==> src/rtl/srx_pkg.sv <==
package srx_pkg;
  localparam int OVS      = 16;
  localparam int CNT_W    = $clog2(OVS);
  localparam int DATA_MAX = 8;
  localparam int IDX_W    = $clog2(DATA_MAX);
  localparam int WORD_W   = 16;
  localparam int POS_OVR  = 12;
  localparam int POS_FE   = 13;
  localparam int POS_PE   = 14;
  localparam int POS_SUM  = 15;

  typedef enum logic [2:0] {
    PH_IDLE, PH_START, PH_DATA, PH_PAR, PH_STOP1, PH_STOP2
  } phase_t;

  function automatic logic maj3(input logic a, input logic b, input logic c);
    return (a & b) | (a & c) | (b & c);
  endfunction

  function automatic logic [3:0] data_len(input logic [1:0] code);
    return 4'd5 + {2'b00, code};
  endfunction

  // even rule: total ones even; odd rule: total ones odd
  function automatic logic parity_bad(input logic [DATA_MAX-1:0] d,
                                      input logic p, input logic odd);
    return ((^d) ^ p) != odd;
  endfunction
endpackage

==> src/rtl/srx_baud_tick.sv <==
module srx_baud_tick #(
  parameter int DIV_W = 16
) (
  input  logic             clk,
  input  logic             rst_n,
  input  logic             run,
  input  logic [DIV_W-1:0] div,
  output logic             tick
);
  logic [DIV_W-1:0] cnt;
  logic             wrap;

  assign wrap = (cnt >= div);
  assign tick = run && wrap;

  always_ff @(posedge clk or negedge rst_n) begin
    if (!rst_n)            cnt <= '0;
    else if (!run || wrap) cnt <= '0;
    else                   cnt <= cnt + 1'b1;
  end
endmodule

==> src/rtl/srx_sampler.sv <==
module srx_sampler
  import srx_pkg::*;
(
  input  logic                clk,
  input  logic                rst_n,
  input  logic                run,
  input  logic                tick,
  input  logic                rx_i,
  input  logic [1:0]          len_code,
  input  logic                par_en,
  input  logic                par_odd,
  input  logic                two_stop,
  output logic                done,
  output logic [DATA_MAX-1:0] frame_data,
  output logic                frame_fe,
  output logic                frame_pe,
  output logic                busy,
  output logic                start_ok
);
  localparam logic [CNT_W-1:0] HALF_M1 = CNT_W'(OVS / 2 - 1);
  localparam logic [CNT_W-1:0] LAST    = CNT_W'(OVS - 1);

  logic                sync1, sync2, rx_s;
  logic [1:0]          hist;
  phase_t              ph;
  logic [CNT_W-1:0]    cnt;
  logic [IDX_W-1:0]    idx;
  logic [DATA_MAX-1:0] shreg;
  logic                pbit, fe_acc;
  logic                center, bit_val, fall_seen, start_bad, last_stop, last_data;

  assign rx_s      = sync2;
  assign bit_val   = maj3(hist[1], hist[0], rx_s);
  assign fall_seen = tick && (ph == PH_IDLE) && hist[0] && !rx_s;
  assign start_ok  = tick && (ph == PH_START) && (cnt == HALF_M1) && !rx_s;
  assign start_bad = tick && (ph == PH_START) && (cnt == HALF_M1) && rx_s;
  assign center    = tick && (ph inside {PH_DATA, PH_PAR, PH_STOP1, PH_STOP2})
                     && (cnt == LAST);
  assign last_stop = center && (((ph == PH_STOP1) && !two_stop) || (ph == PH_STOP2));
  assign last_data = (idx == IDX_W'(data_len(len_code) - 4'd1));
  assign busy      = (ph != PH_IDLE) && (ph != PH_START);

  always_ff @(posedge clk or negedge rst_n) begin
    if (!rst_n) begin
      sync1 <= 1'b1;
      sync2 <= 1'b1;
    end else begin
      sync1 <= rx_i;
      sync2 <= sync1;
    end
  end

  always_ff @(posedge clk or negedge rst_n) begin
    if (!rst_n) begin
      ph     <= PH_IDLE;
      cnt    <= '0;
      idx    <= '0;
      hist   <= 2'b11;
      shreg  <= '0;
      pbit   <= 1'b0;
      fe_acc <= 1'b0;
    end else if (!run) begin
      ph     <= PH_IDLE;
      cnt    <= '0;
      idx    <= '0;
      hist   <= 2'b11;
      fe_acc <= 1'b0;
    end else begin
      if (tick) hist <= {hist[0], rx_s};
      unique case (ph)
        PH_IDLE: begin
          if (fall_seen) begin
            ph  <= PH_START;
            cnt <= '0;
          end
        end
        PH_START: begin
          if (start_ok) begin
            ph     <= PH_DATA;
            cnt    <= '0;
            idx    <= '0;
            shreg  <= '0;
            pbit   <= 1'b0;
            fe_acc <= 1'b0;
          end else if (start_bad) begin
            ph <= PH_IDLE;
          end else if (tick) begin
            cnt <= cnt + 1'b1;
          end
        end
        default: begin
          if (center) cnt <= '0;
          else if (tick) cnt <= cnt + 1'b1;
          if (center) begin
            case (ph)
              PH_DATA: begin
                shreg[idx] <= bit_val;
                if (last_data) ph <= par_en ? PH_PAR : PH_STOP1;
                else idx <= idx + 1'b1;
              end
              PH_PAR: begin
                pbit <= bit_val;
                ph   <= PH_STOP1;
              end
              PH_STOP1: begin
                fe_acc <= !bit_val;
                ph     <= two_stop ? PH_STOP2 : PH_IDLE;
              end
              default: ph <= PH_IDLE;
            endcase
          end
        end
      endcase
    end
  end

  always_ff @(posedge clk or negedge rst_n) begin
    if (!rst_n) begin
      done       <= 1'b0;
      frame_data <= '0;
      frame_fe   <= 1'b0;
      frame_pe   <= 1'b0;
    end else begin
      done <= run && last_stop;
      if (run && last_stop) begin
        frame_data <= shreg;
        frame_fe   <= fe_acc | !bit_val;
        frame_pe   <= par_en && parity_bad(shreg, pbit, par_odd);
      end
    end
  end

  AST_DONE_PULSE: assert property (@(posedge clk) disable iff (!rst_n)
    done |=> !done) else $error("done held");
  AST_DONE_AFTER_STOP: assert property (@(posedge clk) disable iff (!rst_n)
    done |-> ph == PH_IDLE) else $error("done outside idle");
endmodule

==> src/rtl/srx_rxbuf.sv <==
module srx_rxbuf
  import srx_pkg::*;
(
  input  logic                clk,
  input  logic                rst_n,
  input  logic                run,
  input  logic                done,
  input  logic [DATA_MAX-1:0] data_in,
  input  logic                fe_in,
  input  logic                pe_in,
  input  logic                rd_lo,
  output logic [WORD_W-1:0]   word,
  output logic                req
);
  logic [DATA_MAX-1:0] dat;
  logic                full, ovr, fe, pe, sum;
  logic                ovr_now;

  assign ovr_now = full && !rd_lo;

  always_comb begin
    word           = '0;
    word[DATA_MAX-1:0] = dat;
    word[POS_OVR]  = ovr;
    word[POS_FE]   = fe;
    word[POS_PE]   = pe;
    word[POS_SUM]  = sum;
  end

  always_ff @(posedge clk or negedge rst_n) begin
    if (!rst_n) begin
      dat <= '0; full <= 1'b0; ovr <= 1'b0; fe <= 1'b0; pe <= 1'b0;
      sum <= 1'b0; req <= 1'b0;
    end else if (!run) begin
      dat <= '0; full <= 1'b0; ovr <= 1'b0; fe <= 1'b0; pe <= 1'b0;
      sum <= 1'b0; req <= 1'b0;
    end else if (done) begin
      dat  <= data_in;
      full <= 1'b1;
      ovr  <= ovr_now;
      fe   <= fe_in;
      pe   <= pe_in;
      sum  <= ovr_now | fe_in | pe_in;
      req  <= !ovr_now;
    end else begin
      req <= 1'b0;
      if (rd_lo) begin
        full <= 1'b0; ovr <= 1'b0; fe <= 1'b0; pe <= 1'b0; sum <= 1'b0;
      end
    end
  end

  AST_SUM_TRACKS: assert property (@(posedge clk) disable iff (!rst_n)
    sum == (ovr | fe | pe)) else $error("sum mismatch");
  AST_OVR_NO_REQ: assert property (@(posedge clk) disable iff (!rst_n)
    (run && done && full && !rd_lo) |=> (!req && ovr)) else $error("overrun");
  AST_REQ_PULSE: assert property (@(posedge clk) disable iff (!rst_n)
    req |=> !req) else $error("req held");
  AST_READ_CLEARS: assert property (@(posedge clk) disable iff (!rst_n)
    (run && rd_lo && !done) |=> (!ovr && !fe && !pe && !full)) else $error("read");
  AST_STATUS_HOLD: assert property (@(posedge clk) disable iff (!rst_n)
    (run && $past(run && !done && !rd_lo)) |-> $stable({dat, ovr, fe, pe}))
    else $error("status moved");
endmodule

==> src/rtl/uart_rx_errlatch.sv <==
module uart_rx_errlatch
  import srx_pkg::*;
#(
  parameter int DIV_W = 16
) (
  input  logic              clk,
  input  logic              rst_n,
  input  logic              rx_en_i,
  input  logic [2:0]        mode_i,
  input  logic [1:0]        len_i,
  input  logic [1:0]        par_i,
  input  logic              two_stop_i,
  input  logic [DIV_W-1:0]  baud_div_i,
  input  logic              rx_i,
  input  logic              rd_lo_i,
  output logic [WORD_W-1:0] rd_word_o,
  output logic              rx_req_o,
  output logic              rts_n_o
);
  logic                run, tick, done, fe, pe, busy, start_ok;
  logic [DATA_MAX-1:0] fdata;

  assign run     = rx_en_i && (mode_i != 3'b000);
  assign rts_n_o = !(run && !busy);

  srx_baud_tick #(.DIV_W(DIV_W)) u_tick (
    .clk(clk), .rst_n(rst_n), .run(run), .div(baud_div_i), .tick(tick)
  );

  srx_sampler u_samp (
    .clk(clk), .rst_n(rst_n), .run(run), .tick(tick), .rx_i(rx_i),
    .len_code(len_i), .par_en(par_i[1]), .par_odd(par_i[0]),
    .two_stop(two_stop_i), .done(done), .frame_data(fdata),
    .frame_fe(fe), .frame_pe(pe), .busy(busy), .start_ok(start_ok)
  );

  srx_rxbuf u_buf (
    .clk(clk), .rst_n(rst_n), .run(run), .done(done), .data_in(fdata),
    .fe_in(fe), .pe_in(pe), .rd_lo(rd_lo_i), .word(rd_word_o), .req(rx_req_o)
  );

  AST_OFF_CLEARS: assert property (@(posedge clk) disable iff (!rst_n)
    !run |=> (rd_word_o == '0 && !rx_req_o)) else $error("off not clear");
  AST_RTS_RELEASE: assert property (@(posedge clk) disable iff (!rst_n)
    ($rose(rts_n_o) && run && $past(run)) |-> $past(start_ok))
    else $error("rts rose without start");
endmodule

==> config.mk <==
export PLATFORM = sky130hd
export DESIGN_NAME = uart_rx_errlatch
export DESIGN_NICKNAME = d
export VERILOG_FILES = /design/src/rtl/srx_pkg.sv /design/src/rtl/srx_baud_tick.sv /design/src/rtl/srx_sampler.sv /design/src/rtl/srx_rxbuf.sv /design/src/rtl/uart_rx_errlatch.sv
export SDC_FILE = /design/constraint.sdc
export NUM_CORES = 1
export LEC_CHECK = 0
export CAP_MARGIN = 10
export CORE_UTILIZATION = 35
export CTS_CLUSTER_DIAMETER = 100
export DETAILED_ROUTE_END_ITERATION = 8
export DONT_BUFFER_PORTS = 1
export PLACE_DENSITY = 0.54
export SLEW_MARGIN = 20
export SYNTH_ARGS = -nofsm -noshare
export SYNTH_HDL_FRONTEND = slang
export SYNTH_HIERARCHICAL = 1
export SYNTH_SLANG_ARGS = --single-unit
==> constraint.sdc <==
create_clock -name clk -period 2.4 [get_ports clk]
set_clock_uncertainty 0.05 [all_clocks]
set_input_delay 0.72 -clock clk [delete_from_list [all_inputs] [get_ports clk]]
set_output_delay 0.72 -clock clk [all_outputs]
set_load 0.01 [all_outputs]
; ---- Word-level counts from Yosys, hierarchy flattened
; Cells that the tools add are included.
[totals]
wordCells = 163
in_bits = 29
register_bits = 65
out_inout_bits = 18
[classes]
bitwise = 10
addsub = 5
n_eq_ne = 25
n_reduce_logical = 43
muxes = 56
n_lt_le_gt_ge = 3
[op_table]
columns = cell, count
row1 = $mux W8, 5
row2 = $mux W3, 13
row3 = $mux W4, 6
row4 = $mux W1, 20
row5 = $logic_and A1 B1 Y1, 19
row6 = $add A16 B1 Y16 const B, 1
row7 = $ge A16 B16 Y1, 1
row8 = $mux W16, 1
row9 = $pmux W8 S2, 1
row10 = $reduce_and A5 Y1, 3
row11 = $ne A3 B1 Y1 const B, 4
row12 = $pmux W3 S2, 2
row13 = $pmux W3 S3, 1
row14 = $bwmux W8, 1
row15 = $logic_not A1 Y1, 8
row16 = $pmux W4 S2, 1
row17 = $reduce_and A4 Y1, 2
row18 = $reduce_xor A8 Y1, 1
row19 = $eq A3 B2 Y1 const B, 2
row20 = $eq A3 B3 Y1 const B, 2
row21 = $ne A3 B2 Y1 const B, 2
row22 = $ne A3 B3 Y1 const B, 2
row23 = $reduce_bool A2 Y1, 3
row24 = $reduce_bool A3 Y1, 2
row25 = other kinds (28), 39

; ---- Longest topological paths before layout
; Gate-level depths: netlist (run 1).
[depth]
word_depth = 10
ltp_mapped = 13
ltp_nobuf = 11

; ---- Cells and area by module
; The synthesis (run 1) kept the hierarchy.
[by_module_without_submodules]
columns = module, instances, area_per_inst_um2, seq_area_each_um2, cells_per_inst
row1 = srx_sampler, 1, 2003.2, 880.8, 204
row2 = srx_baud_tick, 1, 1222.4, 400.4, 130
row3 = srx_rxbuf, 1, 684.4, 350.3, 57
row4 = uart_rx_errlatch, 1, 17.5, 0.0, 2

; ---- Worst setup path after synthesis (run 1)
; No wires, ideal clock.
[synth_timing]
path_type = input port to flip-flop
from = input baud_div_i[15]
to = register u_samp.frame_data[1]
arrival_ns = 2.892
cell_stages = 12
slack_ns = -0.667
path_cell_list = inv_1 -> ha_1 -> nand4_1 -> nor3_1 -> nand2_1 -> a31oi_1 -> buf_4 -> nand2_1 -> nor2_1 -> o2111ai_1 -> buf_4 -> mux2_4
[synth_between]
elab_chain_len = 6
[synth_lines]
columns = element, line
row1 = start: declaration, uart_rx_errlatch.sv:13  ; input logic [DIV_W-1:0] baud_div_i,
row2 = $ge A16 B16 Y1, srx_baud_tick.sv:13  ; assign wrap = (cnt >= div);
row3 = $logic_and A1 B1 Y1, srx_baud_tick.sv:14  ; assign tick = run && wrap;
row4 = net tick, uart_rx_errlatch.sv:20  ; logic run, tick, done, fe, pe, busy, start_ok;
row5 = $logic_and A1 B1 Y1, srx_sampler.sv:37  ; assign center = tick && (ph inside {PH_DATA, PH_PAR, PH_STOP1, PH_STOP2})
row6 = $logic_and A1 B1 Y1, srx_sampler.sv:38  ; && (cnt == LAST);
row7 = $logic_and A1 B1 Y1, srx_sampler.sv:39  ; assign last_stop = center && (((ph == PH_STOP1) && !two_stop) || (ph == PH_STOP2));
row8 = $logic_and A1 B1 Y1, srx_sampler.sv:125  ; if (run && last_stop) begin
row9 = end signal: assignment, srx_sampler.sv:126  ; frame_data <= shreg;
row10 = end: declaration, srx_sampler.sv:14  ; output logic [DATA_MAX-1:0] frame_data,
; The timed path passes the listed nets, and every way through them passes these cells.
; A chain may end at the register's enable or synchronous reset.

; ---- Worst setup path in the final report (run 1)
[layout_timing]
from = register u_tick.cnt[14]
to = register u_samp.ph[0]
[layout_between]
elab_chain_len = 8
[layout_lines]
columns = element, line
row1 = start: declaration, srx_baud_tick.sv:10  ; logic [DIV_W-1:0] cnt;
row2 = start signal: assignment, srx_baud_tick.sv:19  ; else cnt <= cnt + 1'b1;
row3 = $ge A16 B16 Y1 (*), srx_baud_tick.sv:13
row4 = $logic_and A1 B1 Y1 (*), srx_baud_tick.sv:14
row5 = net tick, uart_rx_errlatch.sv:20
row6 = $logic_and A1 B1 Y1 (2 in a row), "srx_sampler.sv:35, srx_sampler.sv:36"
row7 = $logic_and A1 B1 Y1, srx_sampler.sv:35  ; assign start_ok = tick && (ph == PH_START) && (cnt == HALF_M1) && !rx_s;
row8 = $mux W3, srx_sampler.sv:78  ; if (start_ok) begin
row9 = $pmux W3 S2, srx_sampler.sv:70  ; unique case (ph)
row10 = $mux W3, srx_sampler.sv:62  ; end else if (!run) begin
row11 = end signal: assignment, srx_sampler.sv:98  ; if (last_data) ph <= par_en ? PH_PAR : PH_STOP1;
row12 = end signal: assignment, srx_sampler.sv:107  ; ph <= two_stop ? PH_STOP2 : PH_IDLE;
row13 = end: declaration, srx_sampler.sv:25  ; phase_t ph;
; Mark *: on every way through the listed nets, which the timed path passes. The rest lies on a longest branch.

==> results of run 1 <==
## worst max path at each step
stage                               endpoint  slack [ps]  cells past startpoint                     start
finish              u_samp/ph[0]$_DFFE_PN0P_        -240                     11  u_tick/cnt[14]$_DFF_PN0_
global route        u_samp/ph[0]$_DFFE_PN0P_        -440                     11  u_tick/cnt[12]$_DFF_PN0_
CTS                 u_samp/ph[0]$_DFFE_PN0P_        -270                     11  u_tick/cnt[14]$_DFF_PN0_
detailed placement  u_samp/ph[0]$_DFFE_PN0P_        -600                     12            baud_div_i[14]
global placement    u_samp/ph[0]$_DFFE_PN0P_        -540                     12            baud_div_i[14]
floorplan           u_samp/ph[1]$_DFFE_PN0P_        -400                     12            baud_div_i[14]
## sequential cells by signal (all words and copies together), names as in the netlist, 2 cells and up
| signal | count |
|---|---|
| u_samp/idx | 3 |
| u_samp/hist | 2 |
| u_samp/shreg | 8 |
| u_samp/cnt | 4 |
| u_samp/ph | 3 |
| u_tick/cnt | 16 |
| u_samp/frame_data | 8 |
| u_buf/dat | 8 |
## cell usage in the layout, fill, tap and decap left out, types with 3 or more instances in the layout
cell and instances:
sky130_fd_sc_hd__nor2_1 23, sky130_fd_sc_hd__o21ai_0 6, sky130_fd_sc_hd__a21oi_2 5, sky130_fd_sc_hd__nor2_2 15, sky130_fd_sc_hd__clkbuf_8 10, sky130_fd_sc_hd__mux2i_1 12
sky130_fd_sc_hd__a22oi_1 3, sky130_fd_sc_hd__inv_2 7, sky130_fd_sc_hd__nand2_2 4, sky130_fd_sc_hd__xnor2_1 15, sky130_fd_sc_hd__nand2b_1 4, sky130_fd_sc_hd__o31ai_1 4
sky130_fd_sc_hd__a31oi_1 7, sky130_fd_sc_hd__o22ai_1 3, sky130_fd_sc_hd__and3_1 4, sky130_fd_sc_hd__and4_1 3, sky130_fd_sc_hd__ha_1 11, sky130_fd_sc_hd__mux2_4 5
sky130_fd_sc_hd__ha_4 8, sky130_fd_sc_hd__xor2_1 11, sky130_fd_sc_hd__nand3b_1 4, sky130_fd_sc_hd__nand3_1 12, sky130_fd_sc_hd__dfstp_2 4, sky130_fd_sc_hd__nor2_4 3
sky130_fd_sc_hd__conb_1 4, sky130_fd_sc_hd__nand2_1 18, sky130_fd_sc_hd__mux2_2 3, sky130_fd_sc_hd__o21ai_2 4, sky130_fd_sc_hd__nor2b_1 18, sky130_fd_sc_hd__buf_4 40
sky130_fd_sc_hd__nand4_1 7, sky130_fd_sc_hd__dfrtp_1 61, sky130_fd_sc_hd__inv_1 22, sky130_fd_sc_hd__a21oi_1 5, sky130_fd_sc_hd__o21ai_1 15
## worst max-delay path: stages, from the launching register on
cell and delay (ps):
sky130_fd_sc_hd__dfrtp_1 410, sky130_fd_sc_hd__ha_4 290, sky130_fd_sc_hd__nand4_1 150, sky130_fd_sc_hd__nor3_4 240, sky130_fd_sc_hd__nand3b_4 100, sky130_fd_sc_hd__a31oi_1 180, sky130_fd_sc_hd__buf_4 190, sky130_fd_sc_hd__nand4_4 150
sky130_fd_sc_hd__a21oi_2 200, sky130_fd_sc_hd__nor2_2 70, sky130_fd_sc_hd__or3b_1 400, sky130_fd_sc_hd__o22ai_1 140
## metal layers
| layer | routed length, µm | global-route usage | up-vias | part of all wire |
|---|---|---|---|---|
| li1 | - | - | 1412 | - |
| met1 | 4118 | 0.2071 | 1378 | 0.49 |
| met2 | 3977 | 0.2578 | 53 | 0.47 |
| met3 | 218 | 0.03753 | 11 | 0.026 |
| met4 | 135 | 0.06360 | 0 | 0.016 |
| met5 | 0 | 0 | - | 0 |
## final cells by class
cell class	count	area, µm²
clock buffers	10	137.6
clock inverters	6	88.84
fillers	1021	6053
inverters	33	141.4
multi-input cells	274	2281
flip-flops and latches	65	1632
well taps	140	175.2
repair buffers	45	379.1
## what timing repair did
item	in CTS	in global routing
endpoints found under the setup margin	30	32
hold buffers	2	1
gates resized for setup	11	6
endpoints found under the hold margin	52	4
pin swaps	5	0
setup buffers	5	1
## power by group
group / total [mW] / internal, mW / switching, mW
combinational: 0.466 / 0.217 / 0.249
sequential: 1.16 / 1.12 / 0.0441
clock: 1.07 / 0.615 / 0.457
total: 2.70 / 1.95 / 0.751
## through the flow
stage,std cells,TNS [ps]
after global placement,548,-14410
after global routing,573,-10010
after detailed placement,548,-16260
after CTS,571,-5668
after floorplan,395,-8621
final,573,-4927
==> results.md, run 1 <==
Route:
- The total DRC errors in the routed layout is 0.
- Once detail routing completed, the nets flagged for antenna violations numbered 0.
- The via density per instance is 4.981.
- In the final routed layout, each cell accounts on average for 14.75 µm.
- For this block, the initial DRC count from the detailed router was 160.
- The first TritonRoute pass finished after 4 iterations.
- The routed design has around 8500 µm of wire.
- The via count is 2,854.

Worst setup path:
- The endpoint class of the critical path is a register.
- In this run the critical register-to-register path is launched from u_tick/cnt[14]$_DFF_PN0_.
- For the worst setup path, the data arrival time is around 2900 ps.
- The logic depth of the worst register-to-register path is 11.
- The category of the worst setup path launch point is a register.
- Setup slack on the worst reg-to-reg path comes out at -240 ps.
- The top fanout value on the critical path is 5.
- The worst register-to-register path ends at u_samp/ph[0]$_DFFE_PN0P_.
- The setup path with the least slack is of type reg2reg.
- At the worst endpoint, the required time is 2620 ps.

Synth:
- The mean instance size in the synthesized netlist is 10.00 µm².
- The cell area that synthesis handed to floorplanning was between 0.003 and 0.004 mm².
- The number of warnings issued by yosys is 6.
- The cell count after synthesis came out at 392.

STA:
- The number of endpoints with negative hold slack in the final report is 0.
- The highest achievable clock rate is 0.3785 GHz.
- The smallest hold slack is 155.4 ps.
- At the pin with the least slew margin, the transition time is between 600 and 700 ps.
- The total of endpoints with negative setup slack in the final report is 30.
- The minimum setup slack in the final design is -242.4 ps.
- In the finished design, the share of the clock period the worst path needs comes to 1.101.
- The number of slew-limit violations in the final report is 0.
- Setup repair after global routing could not meet its margin everywhere.
- The worst max-slew margin expressed relative to the limit is 0.5753.
- Counting I/O delays and the setup requirement, the final critical path takes 2642 ps.

Power and ir drop:
- The total power per unit cell area is 558.6 mW/mm².
- The static power due to leakage is 2.152 nW.
- The overall power after layout is 2.701 mW.
- VDD sags by at most 0.2876 mV.

CTS:
- CTS saw 65 sinks.
- The number of H-tree levels is 3.
- Clock-pin slew was measured on the worst setup and hold paths at roughly 80 ps.
- The buffer levels on the longest clock path is 2.
- The number of buffers created by CTS is 9.
- The clock tree from TritonCTS is done.
- The buffer cell driving the clock tree root is sky130_fd_sc_hd__clkbuf_8.
- The clock reaches the later pin of the worst-skew pair after 350 ps.

Worst hold path:
- The worst min-delay path category is in2async.

Placed design:
- The placer's final routability congestion estimate is 0.7954.
- The worst slack after detailed placement is -599.6 ps.
- The total cell area at the placement stage is 0.004444 mm².
- Input and output buffers added on the ports amount to 0.
- The HPWL after detailed placement is 5946 µm.

Floorplan:
- The horizontal extent of the die is 107.8 µm.
- The overall die height is roughly 110 µm.
- The count of standard-cell rows is 38.
- The floorplan step defined a die boundary enclosing 0.01163 mm².
- The core footprint is ~0.011 mm².
- The starting density of the core is 0.3601.
- The top-level I/O count is 47.

Cells and area:
- The synthesis-to-finish area growth is 23.29%.
- The antenna cell count is 0.
- The net count of the finished layout is about 480.
- In the final layout, the share of cells above drive strength 1 is 0.3372.
- At the end of the flow the core is filled with cells to 0.4440.
- Summing all non-filler instances in the final layout gives an area of 0.004835 mm².

Global route:
- The total global-route track usage is 0.1605.
- The initial antenna violation count is 0.
- The pin count of the biggest net entering global routing is 53.
- For this run the aggregate overflow at the end of global routing stands at 0.
- The first global-routing pass estimated about 14,000 µm of wire.
- The via count of the first global-routing pass is between 2,000 and 3,000.

Run:
- Max-cap violations in this run came to 0.

Status:
- The final reports fail on setup timing.
- The flow ran to the end, but the final reports show violations.
Power figures use the tool's default switching activity.
==> run 2: changes to the inputs <==
--- a/config.mk
+++ b/config.mk
@@ -5,7 +5,7 @@
 export SDC_FILE = /design/constraint.sdc
 export NUM_CORES = 1
 export LEC_CHECK = 0
-export CAP_MARGIN = 10
+export CAP_MARGIN = 20
 export CORE_UTILIZATION = 35
 export CTS_CLUSTER_DIAMETER = 100
 export DETAILED_ROUTE_END_ITERATION = 8
==> results of run 2 <==
Final layout, timing and power as in run 1 (identical DEF).
==> run 3: changes to the inputs <==
--- a/config.mk
+++ b/config.mk
@@ -10,6 +10,7 @@
 export CTS_CLUSTER_DIAMETER = 100
 export DETAILED_ROUTE_END_ITERATION = 8
 export DONT_BUFFER_PORTS = 1
+export GPL_TIMING_DRIVEN = 0
 export PLACE_DENSITY = 0.54
 export SLEW_MARGIN = 20
 export SYNTH_ARGS = -nofsm -noshare
==> results.md, run 3 (synthesis gave the netlist of run 1 again) <==
Status:
- Result of the run: finished, violations left (unchanged).
- Violations in the final reports: setup timing (unchanged).

Route:
- The via density per instance was 4.896 (was 4.981).
- The total DRC errors in the routed layout is 0 (unchanged).
- The count of TritonRoute iterations in the first routing pass is 4 (unchanged).
- The count of antenna-violating nets left after detailed routing is 0 (unchanged).
- The via count was 2,879 (was 2,854).
- The number of violations reported at the end of detailed-routing iteration 0 is 170 (was 160).
- The total wirelength of the detailed-routed design is 8472 µm (was 8450 µm).
- The average detailed-routed wire length per instance is 14.41 µm (was 14.75 µm).

Global route:
- The global-route wire length before repair was 14,080 µm (was 14,100 µm).
- The initial antenna violation count was 0 (unchanged).
- The via count of the first global-routing pass is 2,960 (was 2,905).
- The total global-route track usage was 0.1583 (was 0.1605).
- The global-route congestion overflow total is 0 (unchanged).
- The pin count of the biggest net entering global routing is 47 (was 53).

Floorplan:
- The starting density of the core is 0.3601 (unchanged).
- The count of standard-cell rows was 38 (unchanged).
- The die footprint is 0.01163 mm² (unchanged).
- The horizontal extent of the die is 107.8 µm (unchanged).
- The core footprint is 0.01089 mm² (unchanged).
- The overall die height is 107.8 µm (unchanged).
- The top-level I/O count came to 47 (unchanged).

Worst hold path:
- The worst min-delay path category is in2async (unchanged).

Worst setup path:
- The endpoint class of the critical path was a register (unchanged).
- The top fanout value on the critical path came to 8 (was 5).
- The first element of the critical path is u_tick/cnt[14]$_DFF_PN0_ (unchanged).
- The required time of the critical path is 2630 ps (was 2620 ps).
- The data arrival time of the critical path is 2940 ps (was 2860 ps).
- The launch point of the worst reg-to-reg path was u_tick/cnt[14]$_DFF_PN0_ (unchanged).
- The category of the worst setup path launch point is a register (unchanged).
- The category of the critical setup timing path is reg2reg (unchanged).

Cells and area:
- The post-layout net count was 491 (was 476).
- The register containing the most flip-flops in the final layout is u_tick/cnt (unchanged).
- The summed area of non-filler cells in the final layout is 0.005031 mm² (was 0.004835 mm²).
- The antenna cell count was 0 (unchanged).
- The post-layout utilization of the core is 0.4621 (was 0.4440).
- The post-layout instance count excluding filler cells is 588 (was 573).
- Commonest non-fill, non-tap cells in the layout: sky130_fd_sc_hd__dfrtp_1, sky130_fd_sc_hd__buf_4, sky130_fd_sc_hd__nor2_1 (unchanged).
- The synthesis-to-finish area growth is 28.30% (was 23.29%).
- The flip-flop count of the largest register after layout came to 16 (unchanged).
- The most common cell after layout, fill and taps aside is sky130_fd_sc_hd__dfrtp_1 (unchanged).
- The layout cell share with drive strength beyond 1 is 0.3884 (was 0.3372).

Run:
- The number of maximum-capacitance violations came to 0 (unchanged).

STA:
- The highest achievable clock rate is 0.3695 GHz (was 0.3785 GHz).
- The minimum setup slack in the final design is -306.1 ps (was -242.4 ps).
- The total of endpoints with negative setup slack in the final report is 31 (was 30).
- The worst max-slew margin expressed relative to the limit is 0.3965 (was 0.5753).
- The final critical-path share of the clock period is 1.128 (was 1.101).
- The number of slew-limit violations in the final report came to 0 (unchanged).
- The actual transition at the worst max-transition pin is 902.2 ps (was 637.1 ps).
- The number of endpoints with negative hold slack in the final report is 0 (unchanged).
- The final critical delay including setup and external delays is 2706 ps (was 2642 ps).
- Unrepaired setup endpoints after global routing: true (unchanged).
- The sum of negative setup slack is -6557 ps (was -4927 ps).

CTS:
- The number of sinks on the clock net is 65 (unchanged).
- The buffer cell driving the clock tree root was sky130_fd_sc_hd__clkbuf_8 (unchanged).
- The number of buffers created by CTS came to 9 (unchanged).
- The number of H-tree levels is 3 (unchanged).
- The clock tree from TritonCTS is done (unchanged).
- The buffer levels on the longest clock path is 2 (unchanged).
- The clock latency of the later-clocked register in the worst-skew pair is 340 ps (was 350 ps).
- The clock transition at the registers of the reported paths is 90 ps (was 80 ps).

Placed design:
- The total cell area at the placement stage is 0.004332 mm² (was 0.004444 mm²).
- The worst slack after detailed placement is -762.7 ps (was -599.6 ps).
- The HPWL after detailed placement came to 5744 µm (was 5946 µm).
- The placer's final routability congestion estimate is 0.7908 (was 0.7954).
- The cell total after placement is 535 (was 548).
- The port buffer count came to 0 (unchanged).

Power and ir drop:
- The largest vdd supply drop came to 0.2385 mV (was 0.2876 mV).
- The total power per unit cell area came to 503.3 mW/mm² (was 558.6 mW/mm²).
- The static power due to leakage was 2.182 nW (was 2.152 nW).
[run 3: cell types whose count changed in the layout (fill, tap and decap cells not counted), sizes merged]
cell	change
bufinv	-2
clkbuf	+6
inv	-1
clkinvlp	+2
clkinv	+1
buf	+9
[run 3: worst paths after layout]
kind | slack (ps) | cells past startpoint | endpoint
min in group clk | 310 | 0 | u_samp/rx_s$_DFF_PN1_
min | 30 | 0 | u_buf/dat[5]$_DFFE_PN0P_
min reg2reg | 310 | 0 | u_samp/rx_s$_DFF_PN1_
max | -310 | 12 | u_samp/cnt[2]$_DFFE_PN0P_
max reg2reg | -310 | 12 | u_samp/cnt[2]$_DFFE_PN0P_
max in group asynchronous | 850 | 1 | u_buf/pe$_DFFE_PN0P_
[run 3: cell type report]
| type | count | area [µm²] |
|---|---|---|
| multi-input combinational | 274 | 2391 |
| clock inverter | 6 | 43.79 |
| inverter | 33 | 141.4 |
| buffer | 23 | 173.9 |
| fill | 1067 | 5857 |
| timing repair buffer | 37 | 329.1 |
| tap | 140 | 175.2 |
| clock buffer | 10 | 137.6 |
| sequential | 65 | 1639 |
[run 3: repair_timing]
item / 4_1_cts / 5_1_grt
hold endpoints to repair: 17 / 34
buffers inserted: 20 / 13
gates cloned: 1 / 0
hold buffers: 2 / 1
resized for setup: 22 / 33
pin swaps: 19 / 11
endpoints found under the setup margin: 31 / 32
[run 3: metrics by stage]
stage	hold slack [ps]	total power, mW
2_1_floorplan	295.2	1.497
3_3_place_gp	298.5	1.571
3_5_place_dp	297.8	1.573
4_1_cts	2.708	2.496
5_1_grt	1.165	2.681
6_report	29.99	2.532
[run 3: routing by layer]
metal | GRT usage | wire, µm | share of wire
met1 | 0.2005 | 3956 | 0.47
met2 | 0.2610 | 4193 | 0.49
met3 | 0.03027 | 178 | 0.021
met4 | 0.06947 | 143 | 0.017
met5 | 0 | 0 | 0
[run 3: worst max-delay path, stage by stage (launching register included)]
cell,delay [ps]
sky130_fd_sc_hd__dfrtp_1,410
sky130_fd_sc_hd__ha_4,260
sky130_fd_sc_hd__buf_6,120
sky130_fd_sc_hd__a21oi_4,110
sky130_fd_sc_hd__nand2_2,80
sky130_fd_sc_hd__a221oi_4,380
sky130_fd_sc_hd__a31oi_4,130
sky130_fd_sc_hd__buf_6,160
sky130_fd_sc_hd__nand4_4,110
sky130_fd_sc_hd__o221ai_4,130
sky130_fd_sc_hd__a21oi_4,180
sky130_fd_sc_hd__or4b_4,480
sky130_fd_sc_hd__o21ai_2,60
[run 3: where the power goes]
group          switching, mW  leakage (nW)  internal [mW]
logic                  0.304          1.22          0.230
clock network          0.462        0.0805          0.403
registers             0.0157         0.879           1.12
